$ cat config.mk
export PLATFORM = sky130hd
export DESIGN_NAME = dma_port_hs
export DESIGN_NICKNAME = d
export VERILOG_FILES = /design/src/rtl/dph_pkg.sv /design/src/rtl/dph_sync.sv /design/src/rtl/dph_bytecnt.sv /design/src/rtl/dph_ctrl.sv /design/src/rtl/dma_port_hs.sv
export SDC_FILE = /design/constraint.sdc
export NUM_CORES = 1
export LEC_CHECK = 0
export BUFFER_PORTS_ARGS = -buffer_cell sky130_fd_sc_hd__buf_4
export CAP_MARGIN = 10
export CORE_MARGIN = 2
export CORE_UTILIZATION = 25
export CTS_CLUSTER_SIZE = 20
export DETAILED_ROUTE_END_ITERATION = 12
export RECOVER_POWER = 50
export SLEW_MARGIN = 20
export SYNTH_ARGS = -nofsm -noshare
export SYNTH_HDL_FRONTEND = slang
export SYNTH_SLANG_ARGS = --single-unit
$ cat constraint.sdc
create_clock -name clk -period 4.35 [get_ports clk]
set_clock_uncertainty 0.2 [all_clocks]
set_input_delay 0.87 -clock clk [delete_from_list [all_inputs] [get_ports clk]]
set_output_delay 0.87 -clock clk [all_outputs]
set_load 0.02 [all_outputs]
$ cat src/rtl/dph_pkg.sv
package dph_pkg;
    localparam int PORT_W = 16;
    localparam int BYTE_W = 8;

    typedef enum logic [2:0] {
        ST_IDLE,
        ST_WAIT,
        ST_REQ,
        ST_STB,
        ST_REL
    } dph_state_e;

    typedef struct packed {
        logic master;
        logic wide;
        logic to_fifo;
    } dph_cfg_t;

    function automatic logic [PORT_W-1:0] lane_mask(input logic [PORT_W-1:0] d,
                                                    input logic wide);
        return wide ? d : {{(PORT_W-BYTE_W){1'b0}}, d[BYTE_W-1:0]};
    endfunction
endpackage

$ cat src/rtl/dph_sync.sv
module dph_sync #(
    parameter int          W       = 3,
    parameter int          STAGES  = 2,
    parameter logic [W-1:0] RST_VAL = '1
) (
    input  logic         clk,
    input  logic         rst,
    input  logic [W-1:0] d_i,
    output logic [W-1:0] q_o
);
    logic [W-1:0] stg [STAGES];

    for (genvar g = 0; g < STAGES; g++) begin : g_stage
        if (g == 0) begin : g_first
            always_ff @(posedge clk) begin
                if (rst) stg[g] <= RST_VAL;
                else     stg[g] <= d_i;
            end
        end else begin : g_next
            always_ff @(posedge clk) begin
                if (rst) stg[g] <= RST_VAL;
                else     stg[g] <= stg[g-1];
            end
        end
    end

    assign q_o = stg[STAGES-1];
endmodule

$ cat src/rtl/dph_bytecnt.sv
module dph_bytecnt #(
    parameter int CNT_W = 16
) (
    input  logic             clk,
    input  logic             rst,
    input  logic             load,
    input  logic [CNT_W-1:0] load_val,
    input  logic             dec,
    input  logic             wide,
    output logic             zero_o
);
    logic [CNT_W-1:0] cnt_q;
    logic [CNT_W-1:0] step;

    assign step = wide ? CNT_W'(2) : CNT_W'(1);

    always_ff @(posedge clk) begin
        if (rst)                cnt_q <= '0;
        else if (load)          cnt_q <= load_val;
        else if (dec) begin
            if (cnt_q <= step)  cnt_q <= '0;
            else                cnt_q <= cnt_q - step;
        end
    end

    assign zero_o = (cnt_q == '0);
endmodule

$ cat src/rtl/dph_ctrl.sv
module dph_ctrl
    import dph_pkg::*;
(
    input  logic       clk,
    input  logic       rst,
    input  dph_cfg_t   cfg,
    input  logic       start,
    input  logic       stop,
    input  logic       cnt_zero,
    input  logic       fifo_full,
    input  logic       fifo_empty,
    input  logic       ack_s,
    input  logic       stb_s,
    output dph_state_e state_o,
    output logic       load_o,
    output logic       beat_done_o,
    output logic       pop_o,
    output logic       busy_o,
    output logic       done_o,
    output logic       by_stop_o
);
    dph_state_e state_q, state_d;
    logic stop_pend_q, done_q, by_stop_q;
    logic blocked, stop_any, finish, go;

    assign blocked  = cfg.to_fifo ? fifo_full : fifo_empty;
    assign stop_any = stop | stop_pend_q;
    assign finish   = (state_q == ST_WAIT) && (cnt_zero || stop_any);
    assign go       = (state_q == ST_WAIT) && !finish && !blocked;

    assign load_o      = (state_q == ST_IDLE) && start;
    assign pop_o       = go && !cfg.to_fifo;
    assign beat_done_o = (state_q == ST_STB) ||
                         ((state_q == ST_REQ) && !cfg.master && !ack_s && !stb_s);

    always_comb begin
        state_d = state_q;
        case (state_q)
            ST_IDLE: if (start) state_d = ST_WAIT;
            ST_WAIT: begin
                if (finish)  state_d = ST_IDLE;
                else if (go) state_d = ST_REQ;
            end
            ST_REQ: begin
                if (cfg.master)          state_d = ST_STB;
                else if (beat_done_o)    state_d = ST_REL;
            end
            ST_STB:  state_d = ST_WAIT;
            ST_REL:  if (ack_s) state_d = ST_WAIT;
            default: state_d = ST_IDLE;
        endcase
    end

    always_ff @(posedge clk) begin
        if (rst) begin
            state_q     <= ST_IDLE;
            stop_pend_q <= 1'b0;
            done_q      <= 1'b0;
            by_stop_q   <= 1'b0;
        end else begin
            state_q <= state_d;
            if (load_o) begin
                stop_pend_q <= 1'b0;
                done_q      <= 1'b0;
                by_stop_q   <= 1'b0;
            end else begin
                if (stop && state_q != ST_IDLE) stop_pend_q <= 1'b1;
                if (finish) begin
                    done_q    <= 1'b1;
                    by_stop_q <= !cnt_zero;
                end
            end
        end
    end

    assign state_o   = state_q;
    assign busy_o    = (state_q != ST_IDLE);
    assign done_o    = done_q;
    assign by_stop_o = by_stop_q;
endmodule

$ cat src/rtl/dma_port_hs.sv
module dma_port_hs
    import dph_pkg::*;
#(
    parameter int CNT_W       = 16,
    parameter int SYNC_STAGES = 2
) (
    input  logic             clk,
    input  logic             rst,
    input  logic             cfg_master,
    input  logic             cfg_wide,
    input  logic             cfg_to_fifo,
    input  logic             start,
    input  logic             stop,
    input  logic [CNT_W-1:0] start_count,
    output logic             port_req_o,
    output logic             port_ack_n_o,
    output logic             port_rd_n_o,
    output logic             port_wr_n_o,
    input  logic             port_ack_n_i,
    input  logic             port_rd_n_i,
    input  logic             port_wr_n_i,
    input  logic [15:0]      port_d_i,
    output logic [15:0]      port_d_o,
    output logic             port_d_oe,
    input  logic             fifo_full,
    input  logic             fifo_empty,
    input  logic [15:0]      fifo_rdata,
    output logic             fifo_push,
    output logic [15:0]      fifo_wdata,
    output logic             fifo_pop,
    output logic             busy,
    output logic             done,
    output logic             done_by_stop
);
    localparam int HS_W = 3;

    dph_cfg_t         cfg;
    dph_state_e       state;
    logic [HS_W-1:0]  hs_s;
    logic             ack_s, rd_s, wr_s, stb_s;
    logic             load, beat_done, pop, cnt_zero;
    logic [PORT_W-1:0] out_q;
    logic             strobing;

    assign cfg = '{master: cfg_master, wide: cfg_wide, to_fifo: cfg_to_fifo};

    dph_sync #(.W(HS_W), .STAGES(SYNC_STAGES), .RST_VAL('1)) u_sync (
        .clk (clk),
        .rst (rst),
        .d_i ({port_ack_n_i, port_rd_n_i, port_wr_n_i}),
        .q_o (hs_s)
    );
    assign {ack_s, rd_s, wr_s} = hs_s;
    assign stb_s = cfg.to_fifo ? wr_s : rd_s;

    dph_bytecnt #(.CNT_W(CNT_W)) u_cnt (
        .clk      (clk),
        .rst      (rst),
        .load     (load),
        .load_val (start_count),
        .dec      (beat_done),
        .wide     (cfg.wide),
        .zero_o   (cnt_zero)
    );

    dph_ctrl u_ctrl (
        .clk         (clk),
        .rst         (rst),
        .cfg         (cfg),
        .start       (start),
        .stop        (stop),
        .cnt_zero    (cnt_zero),
        .fifo_full   (fifo_full),
        .fifo_empty  (fifo_empty),
        .ack_s       (ack_s),
        .stb_s       (stb_s),
        .state_o     (state),
        .load_o      (load),
        .beat_done_o (beat_done),
        .pop_o       (pop),
        .busy_o      (busy),
        .done_o      (done),
        .by_stop_o   (done_by_stop)
    );

    always_ff @(posedge clk) begin
        if (rst)      out_q <= '0;
        else if (pop) out_q <= lane_mask(fifo_rdata, cfg.wide);
    end

    assign strobing     = (state == ST_STB);
    assign port_req_o   = (state == ST_REQ) || strobing;
    assign port_ack_n_o = !strobing;
    assign port_rd_n_o  = !(strobing && !cfg.to_fifo);
    assign port_wr_n_o  = !(strobing && cfg.to_fifo);

    assign port_d_oe = !cfg.to_fifo &&
                       (cfg.master ? strobing
                                   : (!port_rd_n_i && (state == ST_REQ || state == ST_REL)));
    assign port_d_o  = out_q;

    assign fifo_push  = cfg.to_fifo && beat_done;
    assign fifo_wdata = lane_mask(port_d_i, cfg.wide);
    assign fifo_pop   = pop;
endmodule

# Word-level counts from Yosys, hierarchy flattened
# Memory sizes are Yosys's and may differ from the RTL's.
# Index checks and enable logic that the tools add are counted.
word_totals:
  regBits: 38
  mem_bits_rw: 6
  out_inout_bits: 42
  mem_count: 1
memory_table:
  columns: ["name", "depth", "word_bits", "rd", "rd_ports_with_merged_regs", "write_ports", "line", "text"]
  rows:
  - ["u_sync.stg", 2, 3, 2, 0, 2, "dph_sync.sv:11", "logic [W-1:0] stg [STAGES];"]
op_classes:
  addsub: 1
  n_lt_le_gt_ge: 1
  n_eq_ne: 8
  mux: 21
  bitwise_logic: 3
  n_reduce_logical: 35
op_table:
  columns: ["op", "count"]
  rows:
  - ["two-way mux 16 bit", 5]
  - ["two-way mux 3 bit", 8]
  - ["less-or-equal comparator 16 bit", 1]
  - ["zero test 16 bit", 1]
  - ["subtractor 16 bit", 1]
  - ["one-hot mux 3 bit (5 select lines)", 1]
  - ["logical AND 1 bit", 14]
  - ["zero test 1 bit", 11]
  - ["equality test 3 x 2 -> 1 bit, second input constant", 2]
  - ["two-way mux 1 bit", 6]
  - ["logical OR 1 bit", 4]
  - ["!= test 2 bit, second input constant", 2]
  - ["AND reduction 4 bit", 1]
  - ["equality test 3 x 1 -> 1 bit, second input constant", 1]
  - ["equality test 3 bit, second input constant", 1]
  - ["zero test 3 bit", 1]
  - ["!= test 3 x 1 -> 1 bit, second input constant", 1]
  - ["!= test 3 bit, second input constant", 1]
  - ["bitwise OR 1 bit", 3]
  - ["nonzero test 3 bit", 1]
  - ["two-way mux 2 bit", 1]
  - ["nonzero test 2 bit", 1]
  - ["OR reduction 2 bit", 1]

# Logic depth before layout (Yosys ltp)
# Gate-level depths: netlist of run 1.
logic_depth:
  word_depth: 9
  mapped_depth: 11
  ltp_nobuf: 8

# Cells and area by module
# From an unflattened synthesis of run 1, not the netlist that was laid out.
hier_totals:
  cells_unflattened: 279
  area_unflattened_um2: 2389.8
modules_own_cells:
  columns: ["mod", "n_inst", "cells_each", "area_per_inst_um2", "seq_area_each_um2"]
  rows:
  - ["dph_bytecnt", 1, 135, 1091.0, 320.3]
  - ["dma_port_hs", 1, 89, 790.8, 320.3]
  - ["dph_ctrl", 1, 43, 350.3, 120.1]
  - ["dph_sync", 1, 12, 157.7, 120.1]

# Worst setup path before layout of run 1
# OpenSTA, ideal clock, no wires.
synth_path:
  kind: "input -> register"
  from: "input cfg_wide"
  to: "register u_cnt.cnt_q[8]"
  t_arrival_ns: 2.950
  t_required_ns: 4.018
  path_slack_ns: 1.068
  path_stages: 10
  path_buffers: 2
  cell_sequence: "clkbuf_1 -> clkbuf_1 -> inv_1 -> ha_1 -> fa_1 -> or3b_2 -> or3_1 -> o31a_1 -> o21ai_0 -> a21oi_1"
synth_via:
  elab_chain_len: 5
  elab_cells_between_ends: 6
synth_lines:
  columns: ["element", "line", "text"]
  rows:
  - ["start: declaration", "dma_port_hs.sv:10", "input logic cfg_wide,"]
  - ["two-way mux 2 bit (*)", "dph_bytecnt.sv:15", "assign step = wide ? CNT_W'(2) : CNT_W'(1);"]
  - ["subtractor 16 bit or less-or-equal comparator 16 bit (tied branches)", "dph_bytecnt.sv:22, dph_bytecnt.sv:21", null]
  - ["two-way mux 16 bit (*)", "dph_bytecnt.sv:21", "if (cnt_q <= step) cnt_q <= '0;"]
  - ["two-way mux 16 bit (*)", "dph_bytecnt.sv:20", "else if (dec) begin"]
  - ["two-way mux 16 bit (*)", "dph_bytecnt.sv:19", "else if (load) cnt_q <= load_val;"]
  - ["end signal: assignment", "dph_bytecnt.sv:19", null]
  - ["end signal: assignment", "dph_bytecnt.sv:22", "else cnt_q <= cnt_q - step;"]
  - ["end: declaration", "dph_bytecnt.sv:12", "logic [CNT_W-1:0] cnt_q;"]
# Mark *: on every way between the ends. The rest lies on a longest branch, timed or not. The select of a mux whose other input is x is not followed.
# A chain may end at the register's enable or synchronous reset.

# Final worst setup path of run 1
layout_path:
  from: "register u_cnt.cnt_q[10]"
  to: "output fifo_pop"
layout_via:
  elab_chain_len: 7
layout_lines:
  columns: ["element", "line", "text"]
  rows:
  - ["zero test 16 bit", "dph_bytecnt.sv:26", "assign zero_o = (cnt_q == '0);"]
  - ["logical OR 1 bit", "dph_ctrl.sv:28", "assign finish = (state_q == ST_WAIT) && (cnt_zero || stop_any);"]
  - ["logical AND 1 bit", "dph_ctrl.sv:28", null]
  - ["zero test 1 bit", "dph_ctrl.sv:29", "assign go = (state_q == ST_WAIT) && !finish && !blocked;"]
  - ["logical AND 1 bit (2 in series)", "dph_ctrl.sv:29", null]
  - ["logical AND 1 bit", "dph_ctrl.sv:32", "assign pop_o = go && !cfg.to_fifo;"]
  - ["end: declaration", "dma_port_hs.sv:30", "output logic fifo_pop,"]
# No other way between the ends.

==> impl_metrics.json, run 1 <==
{
  "antenna_cells": 0,
  "yosysSeqAreaShare_pct": 36.9,
  "maxCapViolations": 1,
  "drv_slew": 46,
  "cp_cell_sequence": "nor4_2 > nand4_2 > o211ai_4 > inv_4 > buf_4",
  "finalCriticalPeriod_ns": 3.45,
  "cts-buffers-inserted": 5,
  "synthDominantCellAreaShare_pct": 36.9,
  "r2r_setup_slack_ns": 1.74,
  "p_seq_share_pct": 39.8,
  "power.density_nw_per_um2": 407,
  "cts_root_buffer": "clkbuf_8",
  "r2r-end": "u_cnt.cnt_q[8]$_SDFFE_PP0P_",
  "vias_per_cell": 4.72,
  "startpoint_type": "register",
  "grt_pass1_wl_um": 10100,
  "coreArea_um2": 9240,
  "violations": "max-capacitance violations, max-slew violations",
  "post-synth-top-area-cell": "dfxtp_1",
  "grt_use_total_pct": 12.2,
  "hpwl_um": 4680,
  "first_iter_violations": 138,
  "power_mw": 1.25,
  "fp.dieW_um": 102,
  "io_pins": 102,
  "synthesis.area_um2": 2390,
  "insertion_delay_ns": 0.29,
  "layout-drive-gt1-share_pct": 25.4,
  "overflow": 0,
  "dieArea_um2": 10300,
  "vias": 2338,
  "cts_num_sinks": 44,
  "portBuffers": 85,
  "synthDistinctLibCells": 59,
  "rsz0062_at_grt": "no",
  "required_ns": 3.28,
  "area_growth_pct": 28.9,
  "cpMaxStageDelayCell": "o211ai_4",
  "yosys-top-cells-area": "dfxtp_1 (37%), nand2_1 (6.6%), a21oi_1 (5.7%), a22oi_1 (2.8%), nand3_1 (2.7%)",
  "combPwrFrac_pct": 34.4,
  "syn_avg_cell_area_um2": 8.01,
  "post_dp_cell_area_um2": 3040,
  "fin_crit_sh_pct": 79.3,
  "fin_tns_setup_ns": 0,
  "setup.worst_path.end": "fifo_pop",
  "r2r_start": "u_cnt.cnt_q[0]$_SDFFE_PP0P_",
  "clock.fmax_mhz": 290,
  "ctsHoldBuffers": 0,
  "route.detailed.drc": 0,
  "swShare_pct": 36.4,
  "clk_pin_slew_ns": 0.09,
  "synthCells": 298,
  "final_nets": 428,
  "antenna_found_initial": 0,
  "status": "finished with violations",
  "cp.arrival_ns": 2.38,
  "synth_ff_type": "dfxtp_1",
  "dr.pass1.iters": 5,
  "die_y_um": 102,
  "cts_resized": 0,
  "grt_max_degree": 46,
  "p_clk_share_pct": 25.8,
  "wirelength_um": 6440,
  "synth-edff-count": 0,
  "fillCellCount": 988,
  "max-slew-margin-rel_pct": -34.7,
  "crit_type": "reg -> out",
  "cts-htree-levels": 2,
  "async_reset_ff_share_pct": 0,
  "cell_internal_pwr_mw": 0.797,
  "antenna_left": 0,
  "cp-startpoint": "u_cnt.cnt_q[10]$_SDFFE_PP0P_",
  "setup_viol": 0,
  "synth_fp_nets": 361,
  "rows": 35,
  "postCtsSetupBuffers": 0,
  "start_util_pct": 25.8,
  "ys_ff_latch": 44,
  "r2r_cells": 8,
  "crit_path_max_fanout": 17,
  "wire_per_inst_um": 13.0,
  "cts_tree": "done",
  "cts_buffer_depth": 2,
  "final_area_um2": 3080,
  "min_path_type": "reg -> reg",
  "netSwitchingPower_mw": 0.456,
  "leakage_nw": 1.19,
  "ys.warnings.count": 0,
  "gp_congestion": 0.796,
  "cpPeakStageDelay_ns": 0.53,
  "grt_pass1_vias": 2076,
  "tightest_slew_ns": 2.02,
  "endpoint_kind": "output port",
  "hold_viol": 0,
  "irDropWorstVdd_mv": 0.183
}
## power groups by stage
| stage | combinational, mW | sequential [mW] | clock, mW |
|---|---|---|---|
| detailed placement | 0.442 | 0.505 | 0 |
| finish | 0.431 | 0.498 | 0.324 |
| global placement | 0.434 | 0.504 | 0 |
| global route | 0.481 | 0.506 | 0.355 |
| floorplan | 0.334 | 0.491 | 0 |
| CTS | 0.444 | 0.497 | 0.337 |
## state kept, by name (all words and copies together), names as in the netlist
name	cells
port_d_o	16
u_ctrl.state_o	3
u_cnt.cnt_q	16
u_ctrl.stop_pend_q	1
u_sync.stg	6
u_ctrl.done_o	1
u_ctrl.by_stop_o	1
## metrics by stage
stage	worst slack (ns)	util (%)	instances	hold WS, ns
after floorplan	1.07	-	298	0.189
after global placement	1.11	32.9	487	0.196
after detailed placement	1.04	32.9	487	0.197
after CTS	0.834	34.1	495	0.219
after global routing	0.660	33.3	495	0.232
final	0.901	33.3	495	0.215
## cells in the mapped netlist (all sizes together) (5+ instances only)
| master | count |
|---|---|
| or3 | 5 |
| clkbuf | 10 |
| a22oi | 9 |
| or2 | 8 |
| nor3 | 8 |
| nand2 | 42 |
| a21oi | 28 |
| and2 | 10 |
| nand3 | 14 |
| inv | 17 |
| dfxtp | 44 |
| nor4 | 8 |
| buf | 15 |
| nor2 | 16 |
| o21ai | 9 |
| a31oi | 8 |
## worst max-delay path, delay by kind of cell, from the launching register on
| kind | cells | cell delay, ns |
|---|---|---|
| buf+inv | 2 | 0.38 |
| flops | 1 | 0.37 |
| compound gates | 1 | 0.53 |
| simple gates | 2 | 0.79 |
## final cells by class
type	instances	area, um^2	share of cell area (%)
clock buffer	5	68.8	2.24
multi-input combinational	212	1290	42.0
clock inverter	3	47.5	1.55
timing repair buffer	85	559	18.2
tap	129	161	5.25
inverter	17	66.3	2.16
sequential	44	881	28.6
## how the worst min path moves through the flow
| stage | from | depth (start not counted) | endpoint |
|---|---|---|---|
| floorplan | u_sync.stg[0][0]$_SDFF_PP1_ | 1 | u_sync.stg[1][0]$_SDFF_PP1_ |
| global placement | u_sync.stg[0][0]$_SDFF_PP1_ | 1 | u_sync.stg[1][0]$_SDFF_PP1_ |
| detailed placement | u_sync.stg[0][0]$_SDFF_PP1_ | 1 | u_sync.stg[1][0]$_SDFF_PP1_ |
| CTS | u_sync.stg[0][0]$_SDFF_PP1_ | 1 | u_sync.stg[1][0]$_SDFF_PP1_ |
| global route | u_sync.stg[0][0]$_SDFF_PP1_ | 1 | u_sync.stg[1][0]$_SDFF_PP1_ |
| finish | u_sync.stg[0][0]$_SDFF_PP1_ | 1 | u_sync.stg[1][0]$_SDFF_PP1_ |
## cells by family after synthesis
kind of cell / count (synthesis) / share of synthesized area (%)
AND/OR/NAND/NOR: 126 / 27.8
adder cells (fa/ha/maj): 3 / 1.89
AO/OA/AOI/OAI: 79 / 22.8
multiplexers: 2 / 0.891
flip-flops: 44 / 36.9
buffers and inverters: 42 / 8.97
XOR/XNOR: 2 / 0.734
## layer usage
metal  routed length [um]  vias up  global-route usage [%]
li1                     -     1190                       -
met1                 2960     1065                    16.7
met2                 3010       73                    19.5
met3                  384       10                    2.42
met4                   79        0                    3.33
met5                    0        -                       0
## layout by cell type, fill, tap and decap left out, drive strengths merged, types with 9 or more instances in the layout
cell    count
nand2      42
o21ai       9
nor2       16
and2       10
a21oi      28
nand3      14
clkbuf     26
inv        17
a22oi       9
dfxtp      44
buf        64
Note: power is estimated with default switching activity, not from simulation.
==> inputs of run 2 (changes only) <==
==> constraint.sdc (replaced) <==
create_clock -name clk -period 3.1 [get_ports clk]
set_clock_uncertainty 0.2 [all_clocks]
set_input_delay 0.62 -clock clk [delete_from_list [all_inputs] [get_ports clk]]
set_output_delay 0.62 -clock clk [all_outputs]
set_load 0.02 [all_outputs]
==> run 2 against run 1 <==
Against the previous run: the flow still finishes with violations (max-capacitance violations, max-slew violations); register-to-register slack worse by 1.2 ns; clock power is 41% higher; power is 41% higher; cell area is 0.45% higher; critical endpoint unchanged.
==> impl_metrics.json, run 2 (synthesis results as in run 1) <==
{
  "cts-htree-levels": 2,
  "p_seq_share_pct": 39.5,
  "final_common_cell": "buf_4",
  "pre_cts_slack_ns": 0.168,
  "portBuffers": 85,
  "final_nets": 431,
  "violations": "max-capacitance violations, max-slew violations",
  "maxCapViolations": 1,
  "placed_cells": 490,
  "dr.pass1.iters": 5,
  "crit_path_max_fanout": 17,
  "irDropWorstVdd_mv": 0.187,
  "crit_type": "reg -> out",
  "overflow": 0,
  "max-slew-margin-rel_pct": -31.3,
  "io_pins": 102,
  "hold-worst-slack_ns": 0.213,
  "cts_tree": "done",
  "layout-drive-gt1-share_pct": 25.5,
  "crit_family": "simple AND/OR/NAND/NOR gates",
  "vias_per_cell": 4.73,
  "swShare_pct": 36.4,
  "vias": 2358,
  "tightest_slew_ns": 1.97,
  "most-common-layout-cells": "buf_4 (65), dfxtp_1 (44), nand2_1 (42), a21oi_1 (27), clkbuf_1 (23)",
  "clock.fmax_mhz": 344,
  "required_ns": 2.28,
  "antenna_cells": 0,
  "wirelength_um": 6460,
  "p_clk_share_pct": 25.8,
  "final_area_um2": 3090,
  "hold_viol": 0,
  "fp.dieW_um": 102,
  "cts_buffer_depth": 2,
  "drv_slew": 46,
  "cts_num_sinks": 44,
  "start_util_pct": 25.8,
  "grt_use_total_pct": 12.0,
  "fin_crit_sh_pct": 93.9,
  "min_path_type": "reg -> reg",
  "leakage_nw": 1.19,
  "grt_pass1_wl_um": 10000,
  "insertion_delay_ns": 0.30,
  "fin_tns_setup_ns": 0,
  "worst-path-buf-inv": 2,
  "post_dp_cell_area_um2": 3060,
  "netSwitchingPower_mw": 0.642,
  "cts-buffers-inserted": 5,
  "fillCellCount": 991,
  "hpwl_um": 4760,
  "cpPeakStageDelay_ns": 0.54,
  "status": "finished with violations",
  "setup_viol": 0,
  "ctsHoldBuffers": 0,
  "finalCriticalPeriod_ns": 2.91,
  "antenna_left": 0,
  "power_mw": 1.77,
  "power.density_nw_per_um2": 572,
  "startpoint_type": "register",
  "cp_cell_sequence": "nor4_2 > nand4_2 > o211ai_4 > inv_4 > buf_4",
  "grt_max_degree": 46,
  "cp.arrival_ns": 2.09,
  "rsz0062_at_grt": "no",
  "final_cells": 498,
  "cpMaxStageDelayCell": "nor4_2",
  "gp_congestion": 0.825,
  "die_y_um": 102,
  "wire_per_inst_um": 13.0,
  "clk_pin_slew_ns": 0.09,
  "route.detailed.drc": 0,
  "antenna_found_initial": 0,
  "coreArea_um2": 9240,
  "endpoint_kind": "output port",
  "dieArea_um2": 10300,
  "cts_resized": 0,
  "rows": 35,
  "first_iter_violations": 108,
  "grt_pass1_vias": 2085,
  "postCtsSetupBuffers": 0,
  "cell_internal_pwr_mw": 1.12,
  "area_growth_pct": 29.5,
  "setup_slack_ns": 0.190,
  "final_util_pct": 33.4,
  "cts_root_buffer": "clkbuf_8",
  "combPwrFrac_pct": 34.7
}
[run 2: cell type report]
| class | count | area (um^2) | area share, % |
|---|---|---|---|
| Tap cell | 129 | 161 | 5.22 |
| Timing Repair Buffer | 88 | 574 | 18.6 |
| Sequential cell | 44 | 881 | 28.5 |
| Clock buffer | 5 | 68.8 | 2.23 |
| Inverter | 17 | 66.3 | 2.15 |
| Multi-Input combinational cell | 212 | 1290 | 41.8 |
| Clock inverter | 3 | 46.3 | 1.50 |
[run 2: worst reg2reg max path, delay by kind of cell, from the launching register on]
family	cells	cell delay, ns
and+or+nand+nor	2	0.91
AOI/OAI and AO/OA	3	0.49
adders and majority gates	2	0.39
DFF	1	0.32
buffers and inverters	1	0.07
[run 2: per-layer routing]
metal	track usage (%)	share of wire [%]	up-vias
li1	-	-	1203
met1	16.2	45	1071
met2	19.3	47	72
met3	2.69	6.5	12
met4	3.22	1.1	0
met5	0	0	-
[run 2: path summary, 6_finish.rpt]
kind / startpoint / end / slack (ns) / depth (start not counted)
worst max-delay path: u_cnt.cnt_q[10]$_SDFFE_PP0P_ / fifo_pop / 0.19 / 5
worst min-delay path: u_sync.stg[0][0]$_SDFF_PP1_ / u_sync.stg[1][0]$_SDFF_PP1_ / 0.21 / 1
worst max register to register: u_cnt.cnt_q[0]$_SDFFE_PP0P_ / u_cnt.cnt_q[8]$_SDFFE_PP0P_ / 0.53 / 8
worst min register to register: u_sync.stg[0][0]$_SDFF_PP1_ / u_sync.stg[1][0]$_SDFF_PP1_ / 0.21 / 1
[run 2: power by group through the flow]
stage | Sequential [mW] | Clock [mW] | Combinational [mW]
6_report | 0.698 | 0.456 | 0.612
5_1_grt | 0.709 | 0.503 | 0.685
4_1_cts | 0.696 | 0.474 | 0.625
3_5_place_dp | 0.708 | 0 | 0.621
3_3_place_gp | 0.707 | 0 | 0.614
2_1_floorplan | 0.688 | 0 | 0.469
